`src/rtl/gpc_pkg.sv`:
```
`timescale 1ns/1ps
package gpc_pkg;
   localparam int WORD_W = 32;
   localparam int B_STS  = 12;
   localparam int B_IN   = 13;

   typedef enum logic [2:0] {
      TRIG_FALL = 3'b000,
      TRIG_RISE = 3'b001,
      TRIG_LOW  = 3'b010,
      TRIG_HIGH = 3'b011,
      TRIG_BOTH = 3'b101
   } trig_e;

   // writable fields, packed in the order they sit in bits 9..0
   typedef struct packed {
      logic       msk;
      logic [1:0] dsel;
      logic       tol;
      logic [2:0] typ;
      logic       ien;
      logic       dir;
      logic       out;
   } cfg_t;

   function automatic int bank_count(input int pins);
      return (pins + 31) / 32;
   endfunction
endpackage

```
`src/rtl/gpc_sync.sv`:
```
`timescale 1ns/1ps
module gpc_sync #(
   parameter int WIDTH  = 1,
   parameter int STAGES = 2
) (
   input  logic             clk,
   input  logic             rst_n,
   input  logic [WIDTH-1:0] d,
   output logic [WIDTH-1:0] q
);
   initial begin
      if (WIDTH < 1)  $fatal(1, "gpc_sync: WIDTH must be at least 1");
      if (STAGES < 0) $fatal(1, "gpc_sync: STAGES must not be negative");
   end

   generate
      if (STAGES == 0) begin : g_bypass
         logic unused_clk;
         assign unused_clk = clk ^ rst_n;
         assign q = d;
      end else begin : g_chain
         logic [WIDTH-1:0] stg [STAGES];
         always_ff @(posedge clk or negedge rst_n) begin
            if (!rst_n) begin
               for (int i = 0; i < STAGES; i++) stg[i] <= '0;
            end else begin
               stg[0] <= d;
               for (int i = 1; i < STAGES; i++) stg[i] <= stg[i-1];
            end
         end
         assign q = stg[STAGES-1];
      end
   endgenerate
endmodule

```
`src/rtl/gpc_trigger.sv`:
```
`timescale 1ns/1ps
module gpc_trigger
   import gpc_pkg::*;
(
   input  logic [2:0] typ,
   input  logic       cur,
   input  logic       prev,
   output logic       fire
);
   logic rise, fall;
   assign rise = cur & ~prev;
   assign fall = prev & ~cur;

   always_comb begin
      case (typ)
         TRIG_FALL: fire = fall;
         TRIG_RISE: fire = rise;
         TRIG_BOTH: fire = rise | fall;
         TRIG_LOW:  fire = ~cur;
         TRIG_HIGH: fire = cur;
         default:   fire = 1'b0;
      endcase
   end
endmodule

```
`src/rtl/gpc_pin.sv`:
```
`timescale 1ns/1ps
module gpc_pin
   import gpc_pkg::*;
(
   input  logic              clk,
   input  logic              rst_n,
   input  logic              soft_rst,
   input  logic              wr_sel,
   input  cfg_t              wr_cfg,
   input  logic              wr_clr,
   input  logic              sync_lvl,
   input  logic              dbc_lvl,
   output logic [WORD_W-1:0] rd_word,
   output logic              pad_out,
   output logic              pad_oe,
   output logic [1:0]        dsel,
   output logic              sts,
   output logic              tol,
   output logic              arm
);
   cfg_t cfg_q;
   logic sts_q, prev_q, cur, fire, hit;

   assign cur = (cfg_q.dsel != 2'b00) ? dbc_lvl : sync_lvl;

   gpc_trigger u_trig (
      .typ  (cfg_q.typ),
      .cur  (cur),
      .prev (prev_q),
      .fire (fire)
   );

   assign hit = cfg_q.ien & ~cfg_q.msk & fire;

   always_ff @(posedge clk or negedge rst_n) begin
      if (!rst_n) begin
         cfg_q  <= '0;
         sts_q  <= 1'b0;
         prev_q <= 1'b0;
      end else begin
         prev_q <= cur;
         sts_q  <= hit | (sts_q & ~(wr_sel & wr_clr));
         if (wr_sel) begin
            cfg_q.ien  <= wr_cfg.ien;
            cfg_q.typ  <= wr_cfg.typ;
            cfg_q.tol  <= wr_cfg.tol;
            cfg_q.dsel <= wr_cfg.dsel;
            cfg_q.msk  <= wr_cfg.msk;
         end
         if (soft_rst && !cfg_q.tol) begin
            cfg_q.out <= 1'b0;
            cfg_q.dir <= 1'b0;
         end else if (wr_sel) begin
            cfg_q.out <= wr_cfg.out;
            cfg_q.dir <= wr_cfg.dir;
         end
      end
   end

   always_comb begin
      rd_word        = '0;
      rd_word[9:0]   = cfg_q;
      rd_word[B_STS] = sts_q;
      rd_word[B_IN]  = cur;
   end

   assign pad_out = cfg_q.out;
   assign pad_oe  = cfg_q.dir;
   assign dsel    = cfg_q.dsel;
   assign sts     = sts_q;
   assign tol     = cfg_q.tol;
   assign arm     = cfg_q.ien & ~cfg_q.msk;
endmodule

```
`src/rtl/gpc_summary.sv`:
```
`timescale 1ns/1ps
module gpc_summary #(
   parameter int NUM_PINS = 40,
   parameter int NB       = 2
) (
   input  logic [NUM_PINS-1:0] sts,
   output logic [NB*32-1:0]    words,
   output logic                any
);
   initial begin
      if (NB * 32 < NUM_PINS) $fatal(1, "gpc_summary: too few banks for the pin count");
   end

   generate
      for (genvar b = 0; b < NB; b++) begin : g_bank
         for (genvar i = 0; i < 32; i++) begin : g_bit
            if (b * 32 + i < NUM_PINS) begin : g_pin
               assign words[b*32+i] = sts[b*32+i];
            end else begin : g_pad
               assign words[b*32+i] = 1'b0;
            end
         end
      end
   endgenerate

   assign any = |sts;
endmodule

```
`src/rtl/gpio_pin_ctrl.sv`:
```
`timescale 1ns/1ps
module gpio_pin_ctrl
   import gpc_pkg::*;
#(
   parameter int NUM_PINS    = 40,
   parameter int ADDR_W      = 12,
   parameter int SYNC_STAGES = 2
) (
   input  logic                  clk,
   input  logic                  rst_n,
   input  logic                  soft_rst,
   input  logic [ADDR_W-1:0]     reg_addr,
   input  logic                  reg_wr,
   input  logic [WORD_W-1:0]     reg_wdata,
   output logic [WORD_W-1:0]     reg_rdata,
   input  logic [NUM_PINS-1:0]   pad_in,
   output logic [NUM_PINS-1:0]   pad_out,
   output logic [NUM_PINS-1:0]   pad_oe,
   input  logic [NUM_PINS-1:0]   dbc_level,
   output logic [2*NUM_PINS-1:0] dbc_sel,
   output logic                  irq_o
);
   localparam int NB    = bank_count(NUM_PINS);
   localparam int IDX_W = ADDR_W - 2;
   localparam logic [ADDR_W-1:0] SUM_BASE  = ADDR_W'(256);
   localparam logic [ADDR_W-1:0] CTRL_BASE = ADDR_W'(384);

   initial begin
      if (NUM_PINS < 1)    $fatal(1, "gpio_pin_ctrl: NUM_PINS must be at least 1");
      if (ADDR_W < 9)      $fatal(1, "gpio_pin_ctrl: ADDR_W too small for the register map");
      if (384 + 4 * NUM_PINS > (1 << ADDR_W))
         $fatal(1, "gpio_pin_ctrl: control words exceed the address space");
      if (NB * 4 > 128)    $fatal(1, "gpio_pin_ctrl: summary words overlap control words");
      if (SYNC_STAGES < 2) $fatal(1, "gpio_pin_ctrl: SYNC_STAGES must be at least 2");
   end

   // ---------------- address decode ----------------
   logic              aligned, ctrl_hit, sum_hit;
   logic [ADDR_W-1:0] ctrl_off, sum_off;
   logic [IDX_W-1:0]  ctrl_idx, sum_idx;

   assign aligned  = (reg_addr[1:0] == 2'b00);
   assign ctrl_off = reg_addr - CTRL_BASE;
   assign sum_off  = reg_addr - SUM_BASE;
   assign ctrl_idx = ctrl_off[ADDR_W-1:2];
   assign sum_idx  = sum_off[ADDR_W-1:2];
   assign ctrl_hit = aligned && (reg_addr >= CTRL_BASE) && (ctrl_idx < IDX_W'(NUM_PINS));
   assign sum_hit  = aligned && (reg_addr >= SUM_BASE) && (reg_addr < CTRL_BASE)
                     && (sum_idx < IDX_W'(NB));

   // ---------------- write data split ----------------
   cfg_t wr_cfg;
   logic wr_clr;
   logic unused_wdata;
   assign wr_cfg       = cfg_t'(reg_wdata[9:0]);
   assign wr_clr       = reg_wdata[B_STS];
   assign unused_wdata = ^{reg_wdata[WORD_W-1:B_IN], reg_wdata[11:10]};

   // ---------------- pad synchronizer ----------------
   logic [NUM_PINS-1:0] pad_sync;
   gpc_sync #(.WIDTH(NUM_PINS), .STAGES(SYNC_STAGES)) u_sync (
      .clk   (clk),
      .rst_n (rst_n),
      .d     (pad_in),
      .q     (pad_sync)
   );

   // ---------------- pin slices ----------------
   logic [WORD_W-1:0]   ctrl_rd [NUM_PINS];
   logic [NUM_PINS-1:0] sts_vec, tol_vec, arm_vec, wr_sel;

   generate
      for (genvar p = 0; p < NUM_PINS; p++) begin : g_pin
         assign wr_sel[p] = reg_wr && ctrl_hit && (ctrl_idx == IDX_W'(p));
         gpc_pin u_pin (
            .clk      (clk),
            .rst_n    (rst_n),
            .soft_rst (soft_rst),
            .wr_sel   (wr_sel[p]),
            .wr_cfg   (wr_cfg),
            .wr_clr   (wr_clr),
            .sync_lvl (pad_sync[p]),
            .dbc_lvl  (dbc_level[p]),
            .rd_word  (ctrl_rd[p]),
            .pad_out  (pad_out[p]),
            .pad_oe   (pad_oe[p]),
            .dsel     (dbc_sel[2*p+1:2*p]),
            .sts      (sts_vec[p]),
            .tol      (tol_vec[p]),
            .arm      (arm_vec[p])
         );
      end
   endgenerate

   // ---------------- bank summary and combined interrupt ----------------
   logic [NB*32-1:0] sum_words;
   gpc_summary #(.NUM_PINS(NUM_PINS), .NB(NB)) u_sum (
      .sts   (sts_vec),
      .words (sum_words),
      .any   (irq_o)
   );

   // ---------------- read mux ----------------
   always_comb begin
      reg_rdata = '0;
      for (int p = 0; p < NUM_PINS; p++)
         if (ctrl_hit && ctrl_idx == IDX_W'(p)) reg_rdata = ctrl_rd[p];
      for (int b = 0; b < NB; b++)
         if (sum_hit && sum_idx == IDX_W'(b)) reg_rdata = sum_words[b*32 +: 32];
   end
endmodule

```
`config.mk`:
```
export PLATFORM = sky130hd
export DESIGN_NAME = gpio_pin_ctrl
export DESIGN_NICKNAME = d
export VERILOG_FILES = /design/src/rtl/gpc_pkg.sv /design/src/rtl/gpc_sync.sv /design/src/rtl/gpc_trigger.sv /design/src/rtl/gpc_pin.sv /design/src/rtl/gpc_summary.sv /design/src/rtl/gpio_pin_ctrl.sv
export SDC_FILE = /design/constraint.sdc
export NUM_CORES = 1
export LEC_CHECK = 0
export BUFFER_PORTS_ARGS = -buffer_cell sky130_fd_sc_hd__buf_4
export CELL_PAD_IN_SITES_DETAIL_PLACEMENT = 1
export CELL_PAD_IN_SITES_GLOBAL_PLACEMENT = 1
export CORE_ASPECT_RATIO = 1.5
export CORE_UTILIZATION = 42
export DETAILED_ROUTE_END_ITERATION = 6
export HOLD_SLACK_MARGIN = 0.03
export PLACE_DENSITY_LB_ADDON = 0.1
export SYNTH_ARGS = -nofsm -noshare
export SYNTH_HDL_FRONTEND = slang
export SYNTH_SLANG_ARGS = --single-unit
```
`constraint.sdc`:
```
create_clock -name clk -period 2.6 [get_ports clk]
set_input_delay 0 -clock clk [delete_from_list [all_inputs] [get_ports clk]]
set_output_delay 0 -clock clk [all_outputs]
set_load 0.01 [all_outputs]
```
Word-level counts from Yosys, hierarchy flattened --
Cells that the tools add are included.
Cells by class: add/subtract/negate cells 2, multiply operators 0, div/mod/pow operators 0, order comparisons 5, equality and inequality tests 200, shifts and indexed selects 0, multiplexer cells 202, bitwise gates (word level) 480, reduce and logical (&&, ||, !) cells 292
Operators with widths (number):
- $mux W32 | 41
- $and A1 B1 Y1 | 240
- $eq A3 B2 Y1 const B | 80
- $pmux W1 S5 | 40
- $eq A10 B5 Y1 const B | 16
- $mux W2 | 80
- $not A1 Y1 | 160
- $reduce_bool A2 Y1 | 80
- $logic_and A1 B1 Y1 | 128
- $eq A3 B1 Y1 const B | 40
- $eq A3 B3 Y1 const B | 40
- $logic_not A3 Y1 | 40
- $eq A10 B4 Y1 const B | 8
- $eq A10 B6 Y1 const B | 8
- $or A1 B1 Y1 | 80
- $eq A10 B3 Y1 const B | 4
- $logic_not A1 Y1 | 40
- $mux W1 | 40
- $reduce_or A40 Y1 | 1
- $ge A12 B9 Y1 const B | 2
- $sub A12 B9 Y12 const B | 2
- $eq A10 B1 Y1 const B | 2
- $eq A10 B2 Y1 const B | 2
- $logic_not A10 Y1 | 2
- other kinds (5) | 5
Storage, ports and cells: bits in registers 560, latch bits 0, RAM bits 0, bits in read-only memories 0, bits of input ports 128, output and inout bits 193, word-level logic and storage cells 1543, memories 0

Logic depth before layout (Yosys ltp) --
Gate-level depths: netlist (run 1).
depth in word-level cells 46, gate-level depth with buffers 15, depth with buffers taken out 12

Hierarchy --
Synthesis (run 1) repeated with hierarchy kept, for this count alone.
Unflattened totals: cells, all modules 4857, area, all modules 45971.6 µm²
Modules (own cells, without submodules):
- gpc_pin | instances 40, cells each 59, area each 701.9 µm², sequential area each 300.3 µm²
- gpio_pin_ctrl | instances 1, cells each 1938, area each 11863.9 µm², sequential area each 0.0 µm²
- gpc_trigger | instances 40, cells each 9, area each 78.8 µm², sequential area each 0.0 µm²
- gpc_sync | instances 1, cells each 120, area each 2302.2 µm², sequential area each 2001.9 µm²
- gpc_summary | instances 1, cells each 79, area each 575.6 µm², sequential area each 0.0 µm²

Worst setup path after synthesis (run 1) --
No wires, ideal clock.
path kind input to output, from input port reg_addr[7], to output port reg_rdata[0], arrival time 2677 ps, data required time 2600 ps, slack -77 ps, stages 14, path buffers 3, path through buf_2 > inv_1 > ha_1 > nand3b_1 > or3_1 > buf_6 > buf_6 > nor4_4 > a222oi_1 > a2111oi_2 > nand2_1 > a211oi_2 > nor3_1 > nor3_2
Between the ends: longest elaborated chain between the ends 46, elaborated cells on any way between the ends 138
Ends and longest elaborated chain:
- start: declaration | RTL line gpio_pin_ctrl.sv:12 | input logic [ADDR_W-1:0] reg_addr,
- $sub A12 B9 Y12 or $ge A12 B9 Y1 (tied branches) | RTL line gpio_pin_ctrl.sv:43, gpio_pin_ctrl.sv:47
- $lt A10 B6 Y1 or $logic_and A1 B1 Y1 (tied branches) | RTL line gpio_pin_ctrl.sv:47 | assign ctrl_hit = aligned && (reg_addr >= CTRL_BASE) && (ctrl_idx < IDX_W'(NUM_PINS));
- $logic_and A1 B1 Y1 | RTL line gpio_pin_ctrl.sv:47
- $logic_and A1 B1 Y1 | RTL line gpio_pin_ctrl.sv:107 | if (ctrl_hit && ctrl_idx == IDX_W'(p)) reg_rdata = ctrl_rd[p];
- $mux W14 | RTL line gpio_pin_ctrl.sv:107
- $mux W32 (39 in series) | RTL line gpio_pin_ctrl.sv:107
- $mux W32 | RTL line gpio_pin_ctrl.sv:109 | if (sum_hit && sum_idx == IDX_W'(b)) reg_rdata = sum_words[b*32 +: 32];
- $mux W32 * | RTL line gpio_pin_ctrl.sv:109
- end: declaration | RTL line gpio_pin_ctrl.sv:15 | output logic [WORD_W-1:0] reg_rdata,
Every way passes the cells marked *; elsewhere a longest branch is shown, timed or not.

Worst setup path in the final report (run 1) --
from register g_pin[13].u_pin.dsel[1] (netlist name), to output port reg_rdata[13]
Between the ends: longest elaborated chain between the ends 31
Ends and longest elaborated chain:
- $reduce_bool A2 Y1 | RTL line gpc_pin.sv:24 | assign cur = (cfg_q.dsel != 2'b00) ? dbc_lvl : sync_lvl;
- $mux W1 | RTL line gpc_pin.sv:24
- $mux W32 (27 in series) | RTL line gpio_pin_ctrl.sv:107
- $mux W32 (2 in series) | RTL line gpio_pin_ctrl.sv:109
No other way between the ends.

==> out/results.ini, run 1 <==
[floorplanning]
die_h_um = 332
rows = 120
start_util_pct = 42.6
ios = 321
die_area_um2 = 73700
design.core.area_um2 = 71600
die_w_um = 222

[route]
vias = 28800
route.detailed.drc = 0
wl_mm = 157
wl_per_cell_um = 33.4
drt_iter0_markers = 2273
vias_per_cell = 6.13
firstDrtPassIters = 5
final_antenna_net_count = 0

[outcome]
status = finished, violations left
violations = setup timing

[logic_synthesis]
synth.distinct_cells = 77
syn-instance-count = 2964
synth.most_common_cell = dfrtp_1
synth_common_cells = dfrtp_1, mux2_2, nand2_1
ys_warn_count = 0
synth_seq_area_share_pct = 46.0
avgSynthCellArea_um2 = 10.3
synth_ff_type = dfrtp_1
synth_area_leaders = dfrtp_1, mux2_2, buf_4
ys_async_sr_fraction_pct = 100
synth_top_area_share_pct = 46.0
synth_area_leader_cell = dfrtp_1
synth_edf_count = 0
ys_ff_latch = 560
syn_nets = 3174
syn_area_um2 = 30500

[power_and_ir_drop]
clockPowerShare_pct = 44.1
cellPowerDensity_nw_per_um2 = 470
p_total_mw = 19.4
p_switching_mw = 5.08
pwr-share-seq_pct = 45.8
power_frac_comb_pct = 10.1
internal_power_mw = 14.3
switching_share_pct = 26.2
p_leak_nw = 20.3
peakVddDrop_v = 0.000557

[worst_setup_path]
crit_arrival_ns = 3.38
reg2reg_from = g_pin[6].u_pin.dsel[1]$_DFFE_PN0P_
regToRegEndpoint = g_pin[6].u_pin.sts$_DFF_PN0_
slowest_stage = mux4_2
worst_ep_required_time_ns = 2.60
rrSetupSlack_ns = 0.04
crit_path_cell_trace = nor2_2 -> mux2i_1 -> mux4_2 -> o221ai_2 -> buf_4 -> a221oi_2 -> a2111o_1 -> a21o_1 -> a21oi_2 -> buf_4
slowest_delay_ns = 0.57
path_common_cell = buf_4
start_kind = flip-flop
worstPathMaxFanout = 2
worstSetupPathType = reg2out
ff2ff_path_depth = 9
cp-end-kind = output port

[placement]
dp_hpwl_mm = 116
io_buffer_count = 299
gp_congestion = 1.05
placedInstanceArea_um2 = 36600

[timing]
period_share_pct = 130
fin_setup_tns_ns = -4.99
timing.hold.ws_ns = 0.0492
timing.final.crit_period_ns = 3.38
setup_violations = 12
finalWorstSetupSlack_ns = -0.782
clock.fmax_ghz = 0.296
fin_worst_skew_ns = 0.0264
final_hold_viol_count = 0
grt_setup_unrepaired = true
relSlewSlack_pct = 29.8
slew_viol_final = 0
worst_pin_slew_ns = 1.05

[layout]
drive_above_1_share_pct = 39.3
final_net_count = 3954
design_area_um2 = 41200
area.growth.synth_to_final_pct = 35.2
post-route-util_pct = 57.5

[clocking]
numCtsBuffers = 56
clock-sinks = 560
clk_path_buf_depth = 3
clk_pin_slew_ns = 0.06
cts_tree = built
clock_latency_ns = 0.65
cts_max_level = 2
cts-root-buf = clkbuf_16

[global_route]
grt_overflow = 0
grt_use_total_pct = 42.3
antenna_found_initial = 5
grt_pass1_vias = 31400
grt_pass1_wl_mm = 224
grt_start_max_net_pins = 94

[min_path]
min_to = u_sync.g_chain.stg[55]$_DFF_PN0_
hold_depth = 2
hp-class = in2reg
worstHoldStart = pad_in[15]

[flow_run]
maxCapViolCount = 0

## cells by family after synthesis
kind of cell | after synthesis | synth area share (%)
DFF | 560 | 46.0
adders and majority gates | 82 | 3.37
and+or+nand+nor | 834 | 13.5
muxes | 426 | 15.7
xor gates and xnor gates | 42 | 1.21
AOI/OAI and AO/OA | 603 | 12.9
buffers and inverters | 417 | 7.29
## metal layers
metal | routed length [um] | track usage [%] | vias to the layer above | part of all wire, %
li1 | - | - | 12000 | -
met1 | 55500 | 46.0 | 14900 | 35
met2 | 77600 | 73.1 | 1375 | 49
met3 | 9550 | 6.94 | 560 | 6.1
met4 | 14600 | 33.2 | 4 | 9.3
met5 | 33 | 0 | - | 0.021
## layout by cell type, fill, tap and decap left out, types with 35 or more instances in the layout
cell             n
nor2b_1         84
dlygate4sd3_1  132
buf_4          861
mux2i_1        100
xnor2_1         40
o21ai_0        112
o22ai_1         35
dfrtp_1        558
ha_1            80
nor2_1         188
nor3b_1         39
inv_1           84
clkbuf_16       57
nand3_1         68
nand2b_1        44
a211oi_1        90
nand2_1        239
a21oi_1        144
mux2_2         308
## timing repair
item | CTS | global route
endpoints found under the hold margin | 669 | 0
hold buffers | 135 | 0
setup buffers | 24 | 20
resized for setup | 131 | 109
setup endpoints to repair | 13 | 15
cloned | 1 | 0
pin swaps | 60 | 64
## worst max-delay path, delay by kind of cell, from the launching register on
family	cells	cell delay, ns
AOI/OAI and AO/OA	5	1.13
buffers and inverters	2	0.34
DFF	1	0.40
muxes	2	0.68
and+or+nand+nor	1	0.19
## stage by stage
stage | worst slack [ns] | cells
finish | -0.782 | 4708
global route | -0.807 | 4706
CTS | -0.719 | 4690
detailed placement | -0.963 | 4430
global placement | -0.936 | 4430
floorplan | 0.0267 | 2964
## power groups by stage
| stage | Sequential, mW | Clock, mW | Combinational (mW) |
|---|---|---|---|
| finish | 8.88 | 8.55 | 1.95 |
| global route | 8.89 | 8.89 | 2.04 |
| CTS | 8.88 | 8.59 | 1.86 |
| detailed placement | 9.04 | 0 | 1.63 |
| global placement | 9.03 | 0 | 1.57 |
| floorplan | 9.02 | 0 | 0.594 |
## flip-flops by register name, indices dropped and copies added, names as in the netlist
signal	count
g_pin.u_pin.dsel	80
g_pin.u_pin.pad_oe	40
g_pin.u_pin.pad_out	40
g_pin.u_pin.prev_q	40
g_pin.u_pin.rd_word	200
g_pin.u_pin.sts	40
g_pin.u_pin.tol	40
u_sync.g_chain.stg	40
u_sync.q	40
## how the worst max path moves through the flow
stage | from | cells after the start | end
CTS | g_pin[14].u_pin.dsel[0]$_DFFE_PN0P_ | 10 | reg_rdata[13]
global placement | reg_addr[7] | 15 | reg_rdata[7]
detailed placement | reg_addr[7] | 15 | reg_rdata[7]
global route | g_pin[0].u_pin.rd_word[4]$_DFFE_PN0P_ | 13 | reg_rdata[4]
finish | g_pin[13].u_pin.dsel[1]$_DFFE_PN0P_ | 10 | reg_rdata[13]
floorplan | reg_addr[7] | 13 | reg_rdata[6]
## area by class of cell
class,instances,area [um^2]
Inverter,87,333
Tap cell,915,1140
Multi-Input combinational cell,1987,15200
Sequential cell,560,14000
Clock buffer,86,1680
Antenna cell,3,7.51
Fill cell,7604,30400
Timing Repair Buffer,1052,8660
Clock inverter,18,193
No activity file was read; power rests on OpenSTA's default activity.
==> run 2, diff against run 1 <==
==> constraint.sdc (replaced) <==
create_clock -name clk -period 2.6 [get_ports clk]
set_input_delay 0.52 -clock clk [delete_from_list [all_inputs] [get_ports clk]]
set_output_delay 0.52 -clock clk [all_outputs]
set_load 0.01 [all_outputs]
==> out/results.ini, run 2 (synthesized netlist as in run 1, its figures left out) <==
[outcome]
status = finished, violations left
violations = DRC, setup timing

[timing]
setup_violations = 13  ; +1
clock.fmax_ghz = 0.245  ; -17%
slew_viol_final = 0  ; unchanged
fin_worst_skew_ns = 0.0308  ; +0.00437 ns
timing.final.crit_period_ns = 4.08  ; +0.697 ns
worst_pin_slew_ns = 0.911  ; -0.141 ns
relSlewSlack_pct = 39.3  ; +9.5 points
final_hold_viol_count = 0  ; unchanged
fin_setup_tns_ns = -16.72  ; -11.73 ns
period_share_pct = 157  ; +27 points
finalWorstSetupSlack_ns = -1.48  ; -0.697 ns
grt_setup_unrepaired = true

[clocking]
cts-root-buf = clkbuf_16
clk_pin_slew_ns = 0.06  ; about the same
clock-sinks = 560  ; unchanged
clock_latency_ns = 0.66  ; about the same
numCtsBuffers = 56  ; unchanged
cts_tree = built
clk_path_buf_depth = 3  ; unchanged
cts_max_level = 2  ; unchanged

[worst_setup_path]
crit_path_end = reg_rdata[8]
crit_path_cell_trace = buf_12 -> ha_4 -> nor2b_2 -> o21a_4 -> o21ai_4 -> buf_12 -> nor3_4 -> buf_4 -> a222oi_1 -> and4_1 -> nand4_1 -> o22ai_2 -> nand2_1 -> buf_4
regToRegEndpoint = g_pin[37].u_pin.sts$_DFF_PN0_
worstPathMaxFanout = 10  ; +8
slowest_stage = a222oi_1
ff2ff_path_depth = 9  ; unchanged
startpoint = reg_addr[7]
worst_ep_required_time_ns = 2.08  ; -0.52 ns
start_kind = primary input
crit_arrival_ns = 3.56  ; +0.18 ns
reg2reg_from = g_pin[37].u_pin.dsel[0]$_DFFE_PN0P_
slowest_delay_ns = 0.46  ; -0.11 ns
rrSetupSlack_ns = 0.26  ; +0.22 ns
cp-end-kind = output port
worstSetupPathType = in2out

[floorplanning]
die_w_um = 222  ; unchanged
ios = 321  ; unchanged
die_h_um = 332  ; unchanged
design.core.area_um2 = 71600  ; unchanged
start_util_pct = 42.6  ; unchanged
rows = 120  ; unchanged
die_area_um2 = 73700  ; unchanged

[layout]
multi_input_area_um2 = 15500  ; +1.9%
final_net_count = 4082  ; +3.2%
post-route-util_pct = 59.5  ; +2.0 points
fillerInstances = 7678  ; +0.97%
largest_register_ffs = 200  ; unchanged
final_common_cell = buf_4
seq_area_um2 = 14000  ; unchanged
area.growth.synth_to_final_pct = 39.9
layout_common_cells = buf_4, dfrtp_1, mux2_2
drive_above_1_share_pct = 44.4  ; +5.1 points

[power_and_ir_drop]
peakVddDrop_v = 0.000573  ; +2.9%
p_leak_nw = 21.3  ; +4.8%
cellPowerDensity_nw_per_um2 = 450  ; -4.4%

[global_route]
grt_pass1_wl_mm = 232  ; +3.6%
grt_use_total_pct = 44.0  ; +1.7 points
grt_start_max_net_pins = 83  ; -12%
grt_overflow = 0  ; unchanged
antenna_found_initial = 6  ; +1
grt_pass1_vias = 32300  ; +2.9%

[placement]
io_buffer_count = 299  ; unchanged
dp_worst_setup_slack_ns = -1.79  ; -0.830 ns
dp_hpwl_mm = 124  ; +6.8%
gp_congestion = 1.07  ; +2.2%

[route]
wl_mm = 163  ; +3.4%
route.detailed.drc = 8  ; +8
drt_iter0_markers = 2315  ; +1.8%
vias = 29500  ; +2.2%
firstDrtPassIters = 7  ; +2
vias_per_cell = 6.10  ; -0.51%
wl_per_cell_um = 33.6  ; +0.60%
final_antenna_net_count = 0  ; unchanged

[min_path]
hp-class = in2reg

[flow_run]
maxCapViolCount = 0  ; unchanged

==> run 2: worst max-delay path, delay by kind of cell <==
kind	cells	cell delay [ns]
adder cells (fa/ha/maj)	1	0.18
buffers and inverters	4	0.63
AO/OA/AOI/OAI	4	1.21
AND/OR/NAND/NOR	5	1.00
==> run 2: power by group <==
group / total, mW / switching (mW) / internal (mW)
logic: 1.91 / 1.22 / 0.697
registers: 8.88 / 0.0608 / 8.82
clock network: 8.39 / 3.76 / 4.63
total: 19.2 / 5.04 / 14.1
==> run 2: what timing repair did <==
action,CTS,global route
endpoints found under the setup margin,87,54
setup buffers,49,11
endpoints found under the hold margin,67,0
pin swaps,80,49
gates resized for setup,182,60
hold buffers,41,0
cloned,1,1
==> run 2: worst min-delay path by stage <==
| stage | start | endpoint | slack (ns) | cells after the start |
|---|---|---|---|---|
| after floorplan | rst_n | g_pin[0].u_pin.dsel[0]$_DFFE_PN0P_ | 0.22 | 0 |
| after global placement | u_sync.g_chain.stg[50]$_DFF_PN0_ | u_sync.q[10]$_DFF_PN0_ | 0.33 | 0 |
| after detailed placement | u_sync.g_chain.stg[61]$_DFF_PN0_ | u_sync.q[21]$_DFF_PN0_ | 0.34 | 0 |
| after CTS | dbc_level[17] | g_pin[17].u_pin.prev_q$_DFF_PN0_ | 0.20 | 3 |
| after global routing | dbc_level[17] | g_pin[17].u_pin.prev_q$_DFF_PN0_ | 0.23 | 3 |
| final | dbc_level[17] | g_pin[17].u_pin.prev_q$_DFF_PN0_ | 0.23 | 3 |
==> run 2: per-layer routing <==
metal,GRT usage (%),share of wire [%]
met1,47.6,35
met2,74.8,49
met3,6.52,6.1
met4,39.1,11
met5,0,0.0061
==> run 2: area by class of cell <==
type | count | area share, %
Multi-Input combinational cell | 1987 | 36.3
Antenna cell | 4 | 0.0235
Sequential cell | 560 | 32.9
Timing Repair Buffer | 1180 | 23.0
Tap cell | 915 | 2.68
Clock buffer | 82 | 3.80
Inverter | 87 | 0.786
Clock inverter | 22 | 0.549
==> run 2: through the flow <==
step,area (um^2),hold WS [ns],cells,power [mW]
4_1_cts,42200,0.205,4822,19.2
3_5_place_dp,38800,0.336,4635,10.8
3_3_place_gp,38800,0.332,4635,10.7
5_1_grt,42600,0.228,4833,19.6
6_report,42600,0.228,4837,19.2
2_1_floorplan,31000,0.224,2964,9.64
